==> config.mk <==
export PLATFORM = sky130hd
export DESIGN_NAME = inb_seg_xlat
export DESIGN_NICKNAME = d
export VERILOG_FILES = /design/src/rtl/inb_xlat_pkg.sv /design/src/rtl/xlat_lut.sv /design/src/rtl/xlat_cfg.sv /design/src/rtl/xlat_datapath.sv /design/src/rtl/inb_seg_xlat.sv
export SDC_FILE = /design/constraint.sdc
export NUM_CORES = 2
export LEC_CHECK = 0
export BUFFER_PORTS_ARGS = -buffer_cell sky130_fd_sc_hd__buf_4
export CORE_UTILIZATION = 31
export DETAILED_ROUTE_END_ITERATION = 6
export HOLD_SLACK_MARGIN = 0.03
export PLACE_DENSITY = 0.53
export SETUP_SLACK_MARGIN = 0.5
export SLEW_MARGIN = 40
export SYNTH_ARGS = -nofsm -noshare
export SYNTH_HDL_FRONTEND = slang
export SYNTH_SLANG_ARGS = --single-unit
export TNS_END_PERCENT = 1
==> constraint.sdc <==
create_clock -name clk -period 5.65 [get_ports clk]
set_clock_uncertainty 0.05 [all_clocks]
set_input_delay 0.565 -clock clk [delete_from_list [all_inputs] [get_ports clk]]
set_output_delay 0.565 -clock clk [all_outputs]
set_load 0.02 [all_outputs]
==> src/rtl/inb_xlat_pkg.sv <==
package inb_xlat_pkg;
    localparam int CFG_AW     = 8;
    localparam int CFG_DW     = 32;
    localparam int BASE_W     = 16;
    localparam int LEN_W      = 5;
    localparam int SEL_W      = 4;
    localparam int PRIV_W     = 4;
    localparam int OFS_FLOOR  = 16;

    localparam logic [CFG_AW-1:0] OFS_SEL      = 8'h2C;
    localparam logic [CFG_AW-1:0] OFS_PRIV_IDX = 8'h30;
    localparam logic [CFG_AW-1:0] OFS_PRIV_VAL = 8'h34;
    localparam logic [CFG_AW-1:0] OFS_SEG_IDX  = 8'h38;
    localparam logic [CFG_AW-1:0] OFS_SEG_VAL  = 8'h3C;

    typedef struct packed {
        logic [BASE_W-1:0] base;
        logic [LEN_W-1:0]  len;
    } seg_ent_t;

    localparam int SEG_ENT_W = BASE_W + LEN_W;

    typedef enum logic [0:0] {
        CFG_IDLE = 1'b0,
        CFG_RESP = 1'b1
    } cfg_state_t;
endpackage

==> src/rtl/xlat_lut.sv <==
module xlat_lut #(
    parameter int DEPTH = 64,
    parameter int DW    = 21,
    localparam int IW   = $clog2(DEPTH)
) (
    input  logic          clk,
    input  logic          rst_n,
    input  logic          we,
    input  logic [IW-1:0] widx,
    input  logic [DW-1:0] wdata,
    input  logic [IW-1:0] aidx,
    output logic [DW-1:0] adata,
    input  logic [IW-1:0] bidx,
    output logic [DW-1:0] bdata
);
    logic [DW-1:0] ent_view [DEPTH];

    for (genvar e = 0; e < DEPTH; e++) begin : g_ent
        logic [DW-1:0] ent_q;
        always_ff @(posedge clk) begin
            if (!rst_n) begin
                ent_q <= '0;
            end else if (we && (widx == IW'(e))) begin
                ent_q <= wdata;
            end
        end
        assign ent_view[e] = ent_q;
    end

    assign adata = ent_view[aidx];
    assign bdata = ent_view[bidx];
endmodule

==> src/rtl/xlat_cfg.sv <==
module xlat_cfg
    import inb_xlat_pkg::*;
#(
    parameter int SEG_DEPTH  = 64,
    parameter int PRIV_DEPTH = 16,
    localparam int SEG_IW    = $clog2(SEG_DEPTH),
    localparam int PRIV_IW   = $clog2(PRIV_DEPTH)
) (
    input  logic               clk,
    input  logic               rst_n,
    input  logic               cfg_wr,
    input  logic               cfg_rd,
    input  logic [CFG_AW-1:0]  cfg_addr,
    input  logic [CFG_DW-1:0]  cfg_wdata,
    output logic               cfg_rvalid,
    output logic [CFG_DW-1:0]  cfg_rdata,
    output logic [SEL_W-1:0]   seg_sel,
    output logic [SEL_W-1:0]   priv_sel,
    output logic [SEG_IW-1:0]  seg_cidx,
    output logic [PRIV_IW-1:0] priv_cidx,
    output logic               seg_we,
    output seg_ent_t           seg_wdata,
    output logic               priv_we,
    output logic [PRIV_W-1:0]  priv_wdata,
    input  seg_ent_t           seg_cent,
    input  logic [PRIV_W-1:0]  priv_cent
);
    cfg_state_t state_q, state_d;
    logic       rd_req;
    logic [CFG_DW-1:0] rd_mux;
    logic [CFG_DW-1:0] rdata_q;

    assign rd_req = cfg_rd && !cfg_wr;

    // state register
    always_ff @(posedge clk) begin
        if (!rst_n) begin
            state_q <= CFG_IDLE;
        end else begin
            state_q <= state_d;
        end
    end

    always_comb begin
        state_d = state_q;
        unique case (state_q)
            CFG_IDLE: if (rd_req) state_d = CFG_RESP;
            CFG_RESP: state_d = rd_req ? CFG_RESP : CFG_IDLE;
            default:  state_d = CFG_IDLE;
        endcase
    end

    // control register writes
    always_ff @(posedge clk) begin
        if (!rst_n) begin
            seg_sel   <= '0;
            priv_sel  <= '0;
            seg_cidx  <= '0;
            priv_cidx <= '0;
        end else if (cfg_wr) begin
            unique case (cfg_addr)
                OFS_SEL: begin
                    seg_sel  <= cfg_wdata[SEL_W-1:0];
                    priv_sel <= cfg_wdata[8 +: SEL_W];
                end
                OFS_PRIV_IDX: priv_cidx <= cfg_wdata[PRIV_IW-1:0];
                OFS_SEG_IDX:  seg_cidx  <= cfg_wdata[SEG_IW-1:0];
                default: ;
            endcase
        end
    end

    assign seg_we          = cfg_wr && (cfg_addr == OFS_SEG_VAL);
    assign seg_wdata.base  = cfg_wdata[CFG_DW-1 -: BASE_W];
    assign seg_wdata.len   = cfg_wdata[LEN_W-1:0];
    assign priv_we         = cfg_wr && (cfg_addr == OFS_PRIV_VAL);
    assign priv_wdata      = cfg_wdata[PRIV_W-1:0];

    always_comb begin
        rd_mux = '0;
        unique case (cfg_addr)
            OFS_SEL: begin
                rd_mux[SEL_W-1:0]   = seg_sel;
                rd_mux[8 +: SEL_W]  = priv_sel;
            end
            OFS_PRIV_IDX: rd_mux[PRIV_IW-1:0] = priv_cidx;
            OFS_PRIV_VAL: rd_mux[PRIV_W-1:0]  = priv_cent;
            OFS_SEG_IDX:  rd_mux[SEG_IW-1:0]  = seg_cidx;
            OFS_SEG_VAL: begin
                rd_mux[CFG_DW-1 -: BASE_W] = seg_cent.base;
                rd_mux[LEN_W-1:0]          = seg_cent.len;
            end
            default: rd_mux = '0;
        endcase
    end

    // outputs
    always_ff @(posedge clk) begin
        if (!rst_n) begin
            rdata_q <= '0;
        end else if (rd_req) begin
            rdata_q <= rd_mux;
        end
    end

    assign cfg_rvalid = (state_q == CFG_RESP);
    assign cfg_rdata  = rdata_q;
endmodule

==> src/rtl/xlat_datapath.sv <==
module xlat_datapath
    import inb_xlat_pkg::*;
#(
    parameter int ADDR_W     = 32,
    parameter int SEG_DEPTH  = 64,
    parameter int PRIV_DEPTH = 16,
    localparam int SEG_IW    = $clog2(SEG_DEPTH),
    localparam int PRIV_IW   = $clog2(PRIV_DEPTH),
    localparam int EXT_W     = ADDR_W + 2 * OFS_FLOOR
) (
    input  logic               clk,
    input  logic               rst_n,
    input  logic               in_valid,
    input  logic [ADDR_W-1:0]  in_addr,
    input  logic [SEL_W-1:0]   seg_sel,
    input  logic [SEL_W-1:0]   priv_sel,
    output logic [SEG_IW-1:0]  seg_lidx,
    output logic [PRIV_IW-1:0] priv_lidx,
    input  seg_ent_t           seg_lent,
    input  logic [PRIV_W-1:0]  priv_lval,
    output logic               out_valid,
    output logic [ADDR_W-1:0]  out_addr,
    output logic [PRIV_W-1:0]  out_priv,
    output logic               out_err
);
    logic [EXT_W-1:0]  ext_addr, seg_win, priv_win;
    logic [ADDR_W-1:0] ent_mask, base_full, xl_addr;
    logic              unused_hit;

    always_comb begin
        ext_addr  = EXT_W'(in_addr);
        seg_win   = ext_addr >> (int'(seg_sel) + OFS_FLOOR);
        priv_win  = ext_addr >> (int'(priv_sel) + OFS_FLOOR);
        seg_lidx  = seg_win[SEG_IW-1:0];
        priv_lidx = priv_win[PRIV_IW-1:0];
    end

    always_comb begin
        unused_hit = (seg_lent.len == '0);
        ent_mask   = {ADDR_W{1'b1}} >> (ADDR_W - 1 - int'(seg_lent.len));
        base_full  = {seg_lent.base, {(ADDR_W-BASE_W){1'b0}}};
        xl_addr    = unused_hit ? '0 : (base_full | (in_addr & ent_mask));
    end

    always_ff @(posedge clk) begin
        if (!rst_n) begin
            out_valid <= 1'b0;
            out_addr  <= '0;
            out_priv  <= '0;
            out_err   <= 1'b0;
        end else begin
            out_valid <= in_valid;
            if (in_valid) begin
                out_addr <= xl_addr;
                out_priv <= priv_lval;
                out_err  <= unused_hit;
            end
        end
    end
endmodule

==> src/rtl/inb_seg_xlat.sv <==
module inb_seg_xlat
    import inb_xlat_pkg::*;
#(
    parameter int ADDR_W     = 32,
    parameter int SEG_DEPTH  = 64,
    parameter int PRIV_DEPTH = 16,
    localparam int SEG_IW    = $clog2(SEG_DEPTH),
    localparam int PRIV_IW   = $clog2(PRIV_DEPTH)
) (
    input  logic              clk,
    input  logic              rst_n,
    input  logic              cfg_wr,
    input  logic              cfg_rd,
    input  logic [7:0]        cfg_addr,
    input  logic [31:0]       cfg_wdata,
    output logic              cfg_rvalid,
    output logic [31:0]       cfg_rdata,
    input  logic              in_valid,
    input  logic [ADDR_W-1:0] in_addr,
    output logic              out_valid,
    output logic [ADDR_W-1:0] out_addr,
    output logic [3:0]        out_priv,
    output logic              out_err
);
    logic [SEL_W-1:0]   seg_sel, priv_sel;
    logic [SEG_IW-1:0]  seg_cidx, seg_lidx;
    logic [PRIV_IW-1:0] priv_cidx, priv_lidx;
    logic               seg_we, priv_we;
    seg_ent_t           seg_wdata, seg_cent, seg_lent;
    logic [PRIV_W-1:0]  priv_wdata, priv_cent, priv_lval;

    xlat_cfg #(.SEG_DEPTH(SEG_DEPTH), .PRIV_DEPTH(PRIV_DEPTH)) u_cfg (
        .clk, .rst_n, .cfg_wr, .cfg_rd, .cfg_addr, .cfg_wdata,
        .cfg_rvalid, .cfg_rdata, .seg_sel, .priv_sel, .seg_cidx, .priv_cidx,
        .seg_we, .seg_wdata, .priv_we, .priv_wdata, .seg_cent, .priv_cent
    );

    xlat_lut #(.DEPTH(SEG_DEPTH), .DW(SEG_ENT_W)) u_seg_lut (
        .clk, .rst_n, .we(seg_we), .widx(seg_cidx), .wdata(seg_wdata),
        .aidx(seg_cidx), .adata(seg_cent), .bidx(seg_lidx), .bdata(seg_lent)
    );

    xlat_lut #(.DEPTH(PRIV_DEPTH), .DW(PRIV_W)) u_priv_lut (
        .clk, .rst_n, .we(priv_we), .widx(priv_cidx), .wdata(priv_wdata),
        .aidx(priv_cidx), .adata(priv_cent), .bidx(priv_lidx), .bdata(priv_lval)
    );

    xlat_datapath #(.ADDR_W(ADDR_W), .SEG_DEPTH(SEG_DEPTH), .PRIV_DEPTH(PRIV_DEPTH)) u_dp (
        .clk, .rst_n, .in_valid, .in_addr, .seg_sel, .priv_sel,
        .seg_lidx, .priv_lidx, .seg_lent, .priv_lval,
        .out_valid, .out_addr, .out_priv, .out_err
    );
endmodule

# Yosys cells after proc, flatten, opt, wreduce, memory -nomap -nowiden
# Index checks and enable logic that the tools add are counted.
[classes] multipliers=0 bitwise=6 order_cmp=4 n_div=0 shift=3 eq_ne=83 mux=19 reduce_logical=90 add_sub_neg=3
[ops] operator="$bmux 21 s6" n=2
[ops] operator="$eq 6x6->1 const B" n=32
[ops] operator="$eq 6x5->1 const B" n=16
[ops] operator="$mux 21" n=4
[ops] operator="$logic_and 1x1->1" n=83
[ops] operator="$eq 6x4->1 const B" n=8
[ops] operator="$eq 8x6->1 const B" n=5
[ops] operator="$and 32x32->32" n=1
[ops] operator="$bmux 4 s4" n=2
[ops] operator="$eq 4x4->1 const B" n=8
[ops] operator="$mux 32" n=1
[ops] operator="$or 32x32->32" n=1
[ops] operator="$shr 32x32->32 const A" n=1
[ops] operator="$shr 32x32->4" n=1
[ops] operator="$shr 32x32->6" n=1
[ops] operator="$eq 6x3->1 const B" n=4
[ops] operator="$mux 4" n=5
[ops] operator="$pmux 4 s5" n=1
[ops] operator="$eq 4x3->1 const B" n=4
[ops] operator="$mux 16" n=1
[ops] operator="$ge 7x7->1 const B" n=2
[ops] operator="$not 6->7" n=2
[ops] operator="$add 4x5->6 const B" n=2
[ops] operator="$eq 6x2->1 const B" n=2
[ops] operator="other kinds (13)" n=19
[word_totals] output_inout_bits=71 ramBits=0 latchBits=0 mem_count=0 input_bits=77 reg_bits=1491 mem_bits_ro=0 wordCells=298

# Logic depth before layout (Yosys ltp)
[depth] depth_word=11 depth_mapped=21 depth_no_buf=12

# By module
# From an unflattened synthesis, not the netlist that was laid out.
[hier_totals] cells_unflattened=8565 hier_area_um2=79978.0
[modules_own_cells] module="xlat_lut at u_seg_lut" instances=1 cells_each=7681 seq_area_each_um2=26905.8 area_each_um2=71558.6
[modules_own_cells] module="xlat_lut at u_priv_lut" instances=1 cells_each=388 seq_area_each_um2=1281.2 area_each_um2=3792.4
[modules_own_cells] module="xlat_datapath" instances=1 cells_each=270 seq_area_each_um2=760.7 area_each_um2=2548.7
[modules_own_cells] module="xlat_cfg" instances=1 cells_each=226 seq_area_each_um2=900.9 area_each_um2=2078.2

# Worst setup path before layout
# Ideal clock, no wire load.
[synth_timing] path_kind="input to register" start="input in_addr[22]" end="register u_dp.out_addr[10]" arrival_time_ns=4.107 path_buffers=4 slack_ns=1.375 path_stages=16 required_time_ns=5.483 setup_time_ns=0.117 path_cell_list="clkbuf_2 mux2i_1 mux4_2 and2_4 buf_6 nor2_8 buf_12 mux4_2 a32o_1 a211o_1 o211ai_2 o21ai_2 nor4_4 nor2b_1 buf_2 a32o_1"
[synth_via] elab_chain_len=10 word_cells_on_any_way=11 classes_between="add/sub (1); shift (2); mux (4); bitwise (3); reduce/logical (1)"
[synth_lines] item="start: declaration" line_no="inb_seg_xlat.sv:19" rtl="input logic [ADDR_W-1:0] in_addr,"
[synth_lines] item="$shr 32x32->6 (*)" line_no="xlat_datapath.sv:32" rtl="seg_win = ext_addr >> (int'(seg_sel) + OFS_FLOOR);"
[synth_lines] item="$not 6->7 (implied by the code) (*)" line_no="xlat_lut.sv:31" rtl="assign bdata = ent_view[bidx];"
[synth_lines] item="$bmux 21 s6 (*)" line_no="xlat_lut.sv:31"
[synth_lines] item="$mux 21 (implied by the code) (*) (2 in a row)" line_no="xlat_lut.sv:31"
[synth_lines] item="$sub 5x5->6" line_no="xlat_datapath.sv:40" rtl="ent_mask = {ADDR_W{1'b1}} >> (ADDR_W - 1 - int'(seg_lent.len));"
[synth_lines] item="$shr 32x32->32" line_no="xlat_datapath.sv:40"
[synth_lines] item="$and 32x32->32" line_no="xlat_datapath.sv:42" rtl="xl_addr = unused_hit ? '0 : (base_full | (in_addr & ent_mask));"
[synth_lines] item="$or 32x32->32" line_no="xlat_datapath.sv:42"
[synth_lines] item="$mux 32 (*)" line_no="xlat_datapath.sv:42"
[synth_lines] item="end signal: assignment" line_no="xlat_datapath.sv:54" rtl="out_addr <= xl_addr;"
[synth_lines] item="end: declaration" line_no="xlat_datapath.sv:22" rtl="output logic [ADDR_W-1:0] out_addr,"
# Every way passes the cells marked *; elsewhere a longest branch is shown, timed or not. The select of a mux whose other input is x is not followed.
# A chain may end at the register's enable or synchronous reset.

# Worst setup path after layout
[layout_timing] start="register u_cfg.seg_sel[2]" end="register u_dp.out_addr[20]"
[layout_via] elab_chain_len=11 word_cells_on_any_way=12 classes_between="add/sub (2); shift (2); mux (4); bitwise (3); reduce/logical (1)"
[layout_lines] item="start: declaration" line_no="xlat_cfg.sv:17" rtl="output logic [SEL_W-1:0] seg_sel,"
[layout_lines] item="start signal: assignment" line_no="xlat_cfg.sv:63" rtl="seg_sel <= cfg_wdata[SEL_W-1:0];"
[layout_lines] item="$add 4x5->6 (*)" line_no="xlat_datapath.sv:32"
[layout_lines] item="$shr 32x32->6 (*)" line_no="xlat_datapath.sv:32"
[layout_lines] item="$not 6->7 (implied by the code) (*)" line_no="xlat_lut.sv:31"
[layout_lines] item="$bmux 21 s6 (*)" line_no="xlat_lut.sv:31"
[layout_lines] item="$mux 21 (implied by the code) (*) (2 in a row)" line_no="xlat_lut.sv:31"
[layout_lines] item="$sub 5x5->6" line_no="xlat_datapath.sv:40"
[layout_lines] item="$shr 32x32->32" line_no="xlat_datapath.sv:40"
[layout_lines] item="$and 32x32->32" line_no="xlat_datapath.sv:42"
[layout_lines] item="$or 32x32->32" line_no="xlat_datapath.sv:42"
[layout_lines] item="$mux 32 (*)" line_no="xlat_datapath.sv:42"
# Marked as above.

==> results.txt <==
----------------------------------------------------
[Global routing]
  Largest net degree at the start of global routing ... ~200
  Overall routing resource usage ... 0.2634
  Global-route wire length before repair ... 513.8 mm
  Global route overflow ... 0
  Number of global-route vias before repair ... slightly above 70000
  Number of antenna violations at the first check in global routing ... 28

[STA]
  Period minus WS final ... around 5.2 ns
  Setup repair after global routing missed its margin ... false
  Final count of negative-setup-slack endpoints ... 0
  Slew Limit Fails ... 0
  Fin crit share ... 0.9149
  Worst Max-Slew Pin Slew ... 1.046 ns
  Tightest hold margin ... approximately 0.064 ns
  Timing-limited maximum frequency ... around 190 MHz
  Endpoints failing hold ... 0
  Setup TNS ... 0 ns
  Final setup slack of the worst path ... just under 0.5 ns
  Max_slew headroom ... 0.2955

[CTS]
  Maximum level of the CTS H-tree ... 4
  Clock-pin slew on the worst setup and hold paths ... around 0.06 ns
  Clock tree buffer depth ... 3
  Clock insertion delay at the later pin of the skew report ... ~0.86 ns
  Number of clock buffers inserted by TritonCTS ... 178
  TritonCTS clock tree ... done
  Sinks on the clock net ... between 1000 and 1500
  Root Buffer Master ... sky130_fd_sc_hd__clkbuf_16

[Pwr]
  Sw power ... roughly 6.2 mW
  Peak supply drop ... between 0.0003 and 0.0004 V
  Part of the power in the clock network ... 0.490
  Switching Share ... 0.2555
  Static leakage power ... 28.30 nW
  Power density over cell area ... about 260 nW/um2
  Proportion of power drawn by flip-flops and latches ... 0.435
  Cell internal pwr ... between 15 and 20 mW
  Share of total power in combinational logic ... 0.076

[Setup path]
  Cell at the slowest stage of the critical path ... sky130_fd_sc_hd__mux4_2
  Slack of the worst reg-to-reg path ... about 0.48 ns
  Critical path capture point type ... flop
  Critical-path maximum fanout ... 17
  Critical Path Start Type ... flop
  Critical path start-end classification ... flop to flop
  Worst Path Required ... approximately 6.3 ns
  First element of the critical path ... u_cfg.seg_sel[2]
  Worst Path Arrival ... between 5 and 6 ns
  Crit path largest cell delay ... roughly 0.62 ns
  Cell-by-cell listing of the critical path ... mux2i_1 -> mux4_2 -> and2_4 -> nor2_8 -> buf_12 -> buf_4 -> mux4_2 -> nand3_1 -> o31ai_1 -> nor4_1 -> nand4b_1 -> buf_12 -> or3_4 -> o21ai_4 -> buf_12 -> o21ai_2
  Cell with the most instances on the worst path ... sky130_fd_sc_hd__buf_12
  Beginning of the worst register-to-register path ... u_cfg.seg_sel[2]

[Yosys]
  Fraction of registers with async set or reset after synthesis ... 0
  Sequential cell area fraction in the yosys report ... 0.3667
  Mean Syn Cell Area ... between 8 and 9 um2
  Share of the synthesized area in the top cell type ... 0.3667
  Leading post-synthesis cells by instance count ... 3899 x sky130_fd_sc_hd__nand2_1, 1491 x sky130_fd_sc_hd__dfxtp_1, 1369 x sky130_fd_sc_hd__a21boi_0, 835 x sky130_fd_sc_hd__clkbuf_1, 516 x sky130_fd_sc_hd__mux4_2
  Number of enable flip-flop cells after synthesis ... 0
  Cell type with the highest aggregate area in the netlist ... sky130_fd_sc_hd__dfxtp_1
  Count of mapped cells out of synthesis ... roughly 9900
  Cell types with the largest area share after synthesis ... sky130_fd_sc_hd__dfxtp_1 37%, sky130_fd_sc_hd__nand2_1 18%, sky130_fd_sc_hd__mux4_2 14%, sky130_fd_sc_hd__a21boi_0 13%, sky130_fd_sc_hd__clkbuf_1 3.9%
  Mapped Area ... approximately 81000 um2
  Number of flip-flops and latches in the synthesized netlist ... 1491
  Yosys warning count ... 0
  Most numerous cell in the Yosys netlist ... sky130_fd_sc_hd__nand2_1
  Number of distinct library cells after synthesis ... between 80 and 90
  Post-synth top flop ... sky130_fd_sc_hd__dfxtp_1

[Placed design]
  Port bufs ... around 140
  Detailed-placement wirelength estimate ... between 200 and 250 mm
  Placer's final routability congestion estimate ... ~0.96
  Worst setup slack before clock tree synthesis ... 0.1741 ns

[Detailed routing]
  Drt via density ... 5.813
  Post-detailed-routing wire length ... roughly 360 mm
  Count of unresolved DRC violations after routing ... 0
  Number of vias after detailed routing ... 76937
  Number of optimization iterations in the first detailed-route pass ... 7
  Wire length per cell ... 27.20 um
  Number of antenna-violating nets in the routed design ... 0
  DR iter-0 viols ... 10298

[Floorplanning]
  Number of standard-cell rows in the floorplan ... about 190
  Floorplan die height ... 514.4 um
  Core area ... 260400 um2
  Initial Utilization ... 0.3126
  Number of top-level pins ... 148
  Die Outline Area ... 264600 um2
  Chip width ... 514.4 um

[Job]
  Max Cap Viol ... 0

[Finish]
  Final core area utilization ... 0.3562
  Fraction of layout cells with a size suffix above 1 ... 0.1483
  Area growth, synth to finish ... 13.95%
  Net count reported at finish ... a little under 10000

[Hold path]
  Worst min-delay path startpoint ... cfg_addr[3]
  Path type of the worst min-delay path ... input pin to flop

[Outcome]
  Status ... finished, final reports clean

----------------------------------------------------
stage by stage:
stage | cells | power, mW | instance area (um2)
6_report | 13235 | 24.25 | 92750
5_1_grt | 13225 | 24.86 | 92730
4_1_cts | 13212 | 24.32 | 92510
3_5_place_dp | 12861 | 12.52 | 86240
3_3_place_gp | 12859 | 12.51 | 86070
2_1_floorplan | 9921 | 11.77 | 81410
critical path, delay by kind of cell, from the launching register on:
kind | cells | cell delay [ns]
compound gates | 3 | 0.41
buf+inv | 4 | 0.96
flops | 1 | 0.51
mux | 3 | 1.32
simple gates | 6 | 1.74
layout by cell type (no fill, tap or decap), drive strengths merged, types with 5 or more instances in the layout:
cell type / Yosys / final
a21o: 6 / 7
nor3: 25 / 25
a21boi: 1369 / 1369
a211oi: 139 / 139
a2111oi: 11 / 11
nand2b: 13 / 13
a32oi: 8 / 8
a21oi: 64 / 64
o21ai: 50 / 50
nand2: 3900 / 3902
inv: 3 / 9
mux2i: 120 / 120
dlygate4sd3: 0 / 29
a31oi: 79 / 79
a22o: 10 / 10
nor4: 6 / 6
a211o: 8 / 8
nor2b: 103 / 103
o22ai: 5 / 5
nand3: 303 / 303
bufinv: 0 / 11
or2: 7 / 7
a311oi: 216 / 216
and3: 177 / 177
o211ai: 6 / 6
mux4: 516 / 516
a32o: 14 / 14
a22oi: 23 / 23
and2: 15 / 15
clkinv: 1 / 39
mux2: 7 / 7
conb: 1 / 6
diode: 0 / 16
clkbuf: 838 / 262
nand4: 7 / 7
buf: 195 / 482
nor2: 120 / 120
dfxtp: 1491 / 1491
worst paths after layout:
kind                                      endpoint  cells after the start
worst max-delay path             u_dp.out_addr[20]                     16
worst max register to register   u_dp.out_addr[20]                     16
worst min register to register    u_dp.out_addr[3]                      2
worst min-delay path            u_cfg.priv_cidx[1]                      4
per-layer routing:
metal | track usage | wire, um | share of wire | up-vias
met5 | 0.002192 | 205 | 0.00057 | -
met4 | 0.1385 | 20180 | 0.056 | 30
met3 | 0.07847 | 43280 | 0.12 | 969
met2 | 0.3946 | 153900 | 0.43 | 4608
met1 | 0.3394 | 142400 | 0.40 | 37784
li1 | - | - | - | 33546
final cells by class:
cell class / count / area, um2
repair buffers: 511 / 4639
inverters: 4 / 15.01
diodes: 16 / 40.04
clock buffers: 262 / 5296
flip-flops and latches: 1491 / 29870
multi-input cells: 7396 / 47860
clock inverters: 59 / 658.1
fillers: 26361 / 167700
well taps: 3496 / 4374
kinds of logic (layout without fill, tap and decap cells):
family,Yosys count,after routing,share of synthesized area
mux,643,643,0.1585
simple gates,4696,4698,0.2334
other cells,1,22,0.00004607
flops,1491,1491,0.3667
compound gates,2048,2049,0.1900
buf+inv,1037,836,0.05130
registers in the layout, indices dropped and copies added, names as in the netlist:
register	count
u_cfg.cfg_rdata	26
u_cfg.cfg_rvalid	1
u_cfg.priv_cidx	4
u_cfg.priv_sel	4
u_cfg.seg_cidx	6
u_cfg.seg_sel	4
u_dp.out_addr	32
u_dp.out_err	1
u_dp.out_priv	4
u_dp.out_valid	1
u_priv_lut.g_ent.ent_q	64
u_seg_lut.g_ent.ent_q	1344
power by group through the flow:
stage | Combinational [mW] | Clock, mW | Sequential (mW)
after floorplan | 0.968 | 0 | 10.8
after global placement | 1.73 | 0 | 10.8
after detailed placement | 1.75 | 0 | 10.8
after CTS | 1.77 | 12.0 | 10.5
after global routing | 1.89 | 12.4 | 10.5
final | 1.83 | 11.9 | 10.5
timing repair:
item,CTS,global route
resized for setup,4,10
hold endpoints to repair,49,0
setup endpoints to repair,28,30
setup buffers,0,3
hold buffers,29,0
pin swaps,0,2
gates cloned,1,2
Note: power is estimated with default switching activity, not from simulation.
